===== src/rtl/crc_sync_pkg.sv =====
package crc_sync_pkg;
  localparam int unsigned CRC_W = 16;
  localparam logic [CRC_W-1:0] POLY_CRC16 = 16'h8005;
  localparam logic [CRC_W-1:0] POLY_CCITT = 16'h1021;

  function automatic logic [CRC_W-1:0] crc_step(
    input logic [CRC_W-1:0] cur, input logic din, input logic sel16);
    logic fb;
    fb = cur[CRC_W-1] ^ din;
    crc_step = {cur[CRC_W-2:0], 1'b0} ^ (fb ? (sel16 ? POLY_CRC16 : POLY_CCITT) : '0);
  endfunction
endpackage


===== src/rtl/crc_lfsr.sv =====
module crc_lfsr
  import crc_sync_pkg::*;
(
  input  logic             clk_i,
  input  logic             rst_ni,
  input  logic             sel16_i,
  input  logic             load_i,
  input  logic [CRC_W-1:0] load_val_i,
  input  logic             shift_i,
  input  logic             step_i,
  input  logic             bit_i,
  output logic [CRC_W-1:0] crc_o,
  output logic [CRC_W-1:0] nxt_o
);
  logic [CRC_W-1:0] crc_q;

  assign nxt_o = step_i ? crc_step(crc_q, bit_i, sel16_i) : crc_q;
  assign crc_o = crc_q;

  always_ff @(posedge clk_i or negedge rst_ni) begin
    if (!rst_ni)      crc_q <= '0;
    else if (load_i)  crc_q <= load_val_i;
    else if (shift_i) crc_q <= {crc_q[CRC_W-2:0], 1'b0};
    else              crc_q <= nxt_o;
  end
endmodule


===== src/rtl/crc_rx_gate.sv =====
module crc_rx_gate (
  input  logic clk_i,
  input  logic rst_ni,
  input  logic clear_i,
  input  logic char_end_i,
  input  logic char_sync_i,
  input  logic strip_en_i,
  input  logic chk_en_i,
  output logic commit_o
);
  logic started_q;

  // sync chars drop when stripped, or before first data char
  assign commit_o = char_end_i && chk_en_i && !(char_sync_i && (strip_en_i || !started_q));

  always_ff @(posedge clk_i or negedge rst_ni) begin
    if (!rst_ni)       started_q <= 1'b0;
    else if (clear_i)  started_q <= 1'b0;
    else if (commit_o) started_q <= 1'b1;
  end

  a_r9_sync_before_data: assert property (@(posedge clk_i) disable iff (!rst_ni)
    (char_end_i && char_sync_i && !started_q) |-> !commit_o);
  a_r8_strip_never_commits: assert property (@(posedge clk_i) disable iff (!rst_ni)
    (char_end_i && char_sync_i && strip_en_i) |-> !commit_o);
endmodule


===== src/rtl/crc_sync_engine.sv =====
module crc_sync_engine
  import crc_sync_pkg::*;
(
  input  logic             clk_i,
  input  logic             rst_ni,
  input  logic             cfg_crc16_i,
  input  logic             cfg_preset_ones_i,
  input  logic             chk_en_i,
  input  logic             strip_en_i,
  input  logic             hunt_i,
  input  logic             chk_rst_i,
  input  logic             rx_bit_i,
  input  logic             rx_bit_vld_i,
  input  logic             rx_char_end_i,
  input  logic             rx_char_sync_i,
  input  logic             tx_rst_i,
  input  logic             tx_bit_i,
  input  logic             tx_bit_vld_i,
  input  logic             tx_shift_i,
  output logic [CRC_W-1:0] tx_crc_o,
  output logic             tx_ser_o,
  output logic [CRC_W-1:0] rx_crc_o,
  output logic             rx_crc_ok_o
);
  logic [CRC_W-1:0] preset, spec_crc, spec_nxt, com_nxt, spec_load_val, tx_nxt;
  logic             rx_clear, commit;

  assign preset   = {CRC_W{cfg_preset_ones_i}};
  assign rx_clear = hunt_i || chk_rst_i;

  crc_lfsr u_tx (
    .clk_i, .rst_ni, .sel16_i(cfg_crc16_i),
    .load_i(tx_rst_i), .load_val_i(preset),
    .shift_i(tx_shift_i), .step_i(tx_bit_vld_i), .bit_i(tx_bit_i),
    .crc_o(tx_crc_o), .nxt_o(tx_nxt)
  );
  assign tx_ser_o = tx_crc_o[CRC_W-1];

  crc_rx_gate u_gate (
    .clk_i, .rst_ni, .clear_i(rx_clear),
    .char_end_i(rx_char_end_i && rx_bit_vld_i), .char_sync_i(rx_char_sync_i),
    .strip_en_i, .chk_en_i, .commit_o(commit)
  );

  // speculative register holds the character in flight
  assign spec_load_val = rx_clear ? preset : (commit ? spec_nxt : rx_crc_o);

  crc_lfsr u_spec (
    .clk_i, .rst_ni, .sel16_i(cfg_crc16_i),
    .load_i(rx_clear || (rx_char_end_i && rx_bit_vld_i)), .load_val_i(spec_load_val),
    .shift_i(1'b0), .step_i(rx_bit_vld_i), .bit_i(rx_bit_i),
    .crc_o(spec_crc), .nxt_o(spec_nxt)
  );

  crc_lfsr u_com (
    .clk_i, .rst_ni, .sel16_i(cfg_crc16_i),
    .load_i(rx_clear || commit), .load_val_i(rx_clear ? preset : spec_nxt),
    .shift_i(1'b0), .step_i(1'b0), .bit_i(1'b0),
    .crc_o(rx_crc_o), .nxt_o(com_nxt)
  );

  assign rx_crc_ok_o = (rx_crc_o == '0);

  a_r5_hunt_preset: assert property (@(posedge clk_i) disable iff (!rst_ni)
    hunt_i |=> rx_crc_o == {CRC_W{$past(cfg_preset_ones_i)}});
  a_r6_chk_rst_preset: assert property (@(posedge clk_i) disable iff (!rst_ni)
    chk_rst_i |=> rx_crc_o == {CRC_W{$past(cfg_preset_ones_i)}});
  a_r3_tx_rst_preset: assert property (@(posedge clk_i) disable iff (!rst_ni)
    tx_rst_i |=> tx_crc_o == {CRC_W{$past(cfg_preset_ones_i)}});
  a_r7_disabled_hold: assert property (@(posedge clk_i) disable iff (!rst_ni)
    (!chk_en_i && !rx_clear) |=> $stable(rx_crc_o));
  a_r10_no_mid_char_change: assert property (@(posedge clk_i) disable iff (!rst_ni)
    (!rx_char_end_i && !rx_clear) |=> $stable(rx_crc_o));
  a_r4_shift_zero_fill: assert property (@(posedge clk_i) disable iff (!rst_ni)
    (tx_shift_i && !tx_rst_i) |=> tx_crc_o[0] == 1'b0);
  a_r11_ok_flag: assert property (@(posedge clk_i) disable iff (!rst_ni)
    rx_crc_ok_o |-> $countones(rx_crc_o) == 0);
endmodule


===== config.mk =====
export PLATFORM = sky130hd
export DESIGN_NAME = crc_sync_engine
export DESIGN_NICKNAME = d
export VERILOG_FILES = /design/src/rtl/crc_sync_pkg.sv /design/src/rtl/crc_lfsr.sv /design/src/rtl/crc_rx_gate.sv /design/src/rtl/crc_sync_engine.sv
export SDC_FILE = /design/constraint.sdc
export NUM_CORES = 1
export LEC_CHECK = 0
export BUFFER_PORTS_ARGS = -buffer_cell sky130_fd_sc_hd__buf_2
export CAP_MARGIN = 15
export CORE_UTILIZATION = 40
export CTS_CLUSTER_SIZE = 12
export DETAILED_ROUTE_END_ITERATION = 7
export GPL_TIMING_DRIVEN = 0
export PLACE_DENSITY = 0.69
export SETUP_SLACK_MARGIN = 0.3
export SYNTH_ARGS = -nofsm -noshare
export SYNTH_HDL_FRONTEND = slang
export SYNTH_SLANG_ARGS = --single-unit

===== constraint.sdc =====
create_clock -name clk_i -period 2.85 [get_ports clk_i]
set_input_delay 0.57 -clock clk_i [delete_from_list [all_inputs] [get_ports clk_i]]
set_output_delay 0.57 -clock clk_i [all_outputs]
set_load 0.05 [all_outputs]

==> run_results.csv <==
group,metric,value,unit
timing,fin_ws,0.573,ns
pwr,switchingPower,0.000656,W
cts,cts.sinks,49,
synth,synth_cell_types,37,
timing,fin_skew,0.0131,ns
critical_path,slowest_stage,"nor4_1",
synth,yosysTopAreaCell,"dfrtp_1",
critical_path,worst-setup-path-type,"reg2out",
pwr,switching_share,37.8,%
synth,synth-async-reset-ratio,100,%
timing,drv_slew,0,
layout,diodes,0,
placed_design,portBuffers,49,
timing,min_period,2.28,ns
timing,timing.final.crit_share,79.9,%
cts,root_buffer,"clkbuf_8",
global_route,antenna_found_initial,0,
timing,hold_viol_final,0,
synth,seq_area_frac_synth,49.8,%
global_route,grt_max_degree,50,
synth,synth_edf_count,0,
global_route,track_usage,20.8,%
pwr,power.share.sequential,47.9,%
critical_path,critPathMaxFanout,4,
timing,tightest_slew,0.702,ns
global_route,grtUsageMet1,29.1,%
flow_run,drv_cap,0,
die,die_h,80.4,um
route,dr.pass1.iters,4,
synth,ys.flop_type,"dfrtp_1",
layout,area_delta_synth_final,18.1,%
min_path,min_path_type,"in2async",
route,vias,2137,
cts,clk_pin_slew,0.09,ns
cts,cts_setup_buffers,0,
status,outcome,"completed",
critical_path,slowest_delay,0.44,ns
synth,syn_avg_cell_area,9.69,um2
critical_path,critPathLaunchType,"flip-flop",
cts,cts_buffers,5,
cts,cts.path.max_buffers,2,
synth,netlist_area,0.00246,mm2
timing,timing.fmax,439,MHz
route,ant_nets,0,
critical_path,path_cells,"nor4_1 -> and4_1 -> buf_2",
synth,ys_warn_count,0,
critical_path,crit_arrival,1.71,ns
global_route,grt_pass1_vias,1973,
pwr,ir_worst_vdd,0.255,mV
placed_design,place_congestion,0.791,
timing,slew_headroom,53.2,%
pwr,p_leak,1.26,nW
pwr,p_int,0.00108,W
synth,syn-num-nets,270,
critical_path,endpoint_kind,"output pin",
critical_path,cp_data_required_time,2.28,ns
pwr,power_frac_comb,28.6,%
route,drc_errors,0,
route,wl,6190,um
placed_design,dp_cells,378,
die,initial_core_util,41.6,%
timing,rsz0062_at_grt,"false",
layout,layout-drive-gt1-share,25.3,%
timing,fin_hold_ws,0.143,ns
layout,final_cells,387,
layout,fin_area,0.00291,mm2
global_route,grt_pass1_wl,10100,um
layout,fin_nets,327,
cts,hold_buffers,0,
timing,tns,0,ns
placed_design,hpwl,4370,um
placed_design,dp_slack,0.800,ns
synth,synth_top_area_share,49.8,%
die,io_pins,50,
die,core,0.00592,mm2
pwr,powerDensity,598,mW/mm2
cts,htreeDepth,2,
die,die_w,80.4,um
global_route,met3_usage,4.43,%
cts,clk_latency,0.32,ns
global_route,grt-busiest-layer,"met2",
pwr,clockPowerShare,23.6,%
global_route,grt-ovfl-total,0,
synth,syn-instance-count,254,
die,std_cell_rows,28,
die,die_area,0.00647,mm2
synth,ys_seq_elements,49,
cts,cts_resized,0,
synth,synthTopCellsByArea,"dfrtp_1 50%, a21oi_1 6.7%, mux2i_1 5.7%",
cts,cts_tree,"built",
route,wire_per_inst,16.0,um
route,via_per_inst,5.52,
global_route,use_met2,31.4,%
route,drt_iter0_drc,193,
placed_design,place_area,0.00280,mm2
critical_path,reg2reg_slack,1.16,ns
timing,finalSetupViolCount,0,
cells by family (layout without fill, tap and decap cells):
group	count (synthesis)	in the layout	synth area share [%]
buffers and inverters	23	81	4.17
DFF	49	49	49.8
xor gates and xnor gates	9	9	3.20
AOI/OAI and AO/OA	98	98	25.0
and+or+nand+nor	59	59	11.2
muxes	16	16	6.61
cell usage in the layout, fill, tap and decap left out, types with 7 or more instances in the layout:
master	count
dfrtp_1	49
o21ai_1	14
nor2_1	22
a221oi_2	7
buf_2	56
o21ai_0	28
nand2_1	15
mux2i_1	14
a21oi_1	33
clkbuf_1	11
Yosys cell counts (all sizes together) (3+ instances only):
| library cell | count |
|---|---|
| dfrtp | 49 |
| o21ai | 42 |
| a21oi | 34 |
| nor2 | 22 |
| nand2 | 15 |
| mux2i | 14 |
| clkbuf | 11 |
| buf | 10 |
| a221oi | 9 |
| nand2b | 5 |
| xnor2 | 5 |
| nor4 | 4 |
| xor2 | 4 |
| nand3 | 3 |
| o221ai | 3 |
| o32ai | 3 |
| or2 | 3 |
worst paths after layout:
kind                                  startpoint          endpoint  depth (start not counted)
worst max-delay path              u_com.crc_o[3]       rx_crc_ok_o                          3
worst min-delay path                      rst_ni    u_com.crc_o[4]                          1
worst max register to register  u_gate.started_q   u_com.crc_o[11]                          5
worst min register to register  u_gate.started_q  u_gate.started_q                          2
max in group asynchronous                 rst_ni  u_spec.crc_o[14]                          2
min in group clk_i              u_gate.started_q  u_gate.started_q                          2
metrics by stage:
step           total power (W)  util [%]
6_report               0.00174      49.1
5_1_grt                0.00182      49.1
4_1_cts                0.00174      48.8
3_5_place_dp           0.00134      47.3
3_3_place_gp           0.00133      47.3
2_1_floorplan          0.00120         -
layout make-up:
| type | count | area (um2) |
|---|---|---|
| plain buffers | 21 | 95.1 |
| clock inverters | 3 | 17.5 |
| flip-flops and latches | 49 | 1230 |
| inverters | 2 | 7.51 |
| well taps | 75 | 93.8 |
| fillers | 564 | 3010 |
| clock buffers | 5 | 68.8 |
| repair buffers | 50 | 265 |
| multi-input cells | 182 | 1130 |
critical path, delay by kind of cell (launching register included):
kind / cells / cell delay [ns]
AND/OR/NAND/NOR: 2 / 0.71
flip-flops: 1 / 0.42
buffers and inverters: 1 / 0.26
flip-flops by register name, summed over array words and instances, names as in the netlist:
signal	flops
u_com.crc_o	16
u_spec.crc_o	16
u_tx.crc_o	16
u_gate.started_q	1
power by group through the flow:
| stage | Sequential (W) | Clock (W) | Combinational (W) |
|---|---|---|---|
| finish | 0.000832 | 0.000409 | 0.000496 |
| detailed placement | 0.000845 | 0 | 0.000493 |
| global route | 0.000841 | 0.000443 | 0.000535 |
| CTS | 0.000831 | 0.000416 | 0.000494 |
| global placement | 0.000842 | 0 | 0.000486 |
| floorplan | 0.00100 | 0 | 0.000197 |
layer usage:
| metal | part of all wire (%) | routed length (um) |
|---|---|---|
| met2 | 46 | 2830 |
| met5 | 0 | 0 |
| met3 | 4.7 | 288 |
| met4 | 1.4 | 86 |
| met1 | 48 | 2980 |
No activity file was read; power rests on OpenSTA's default activity.
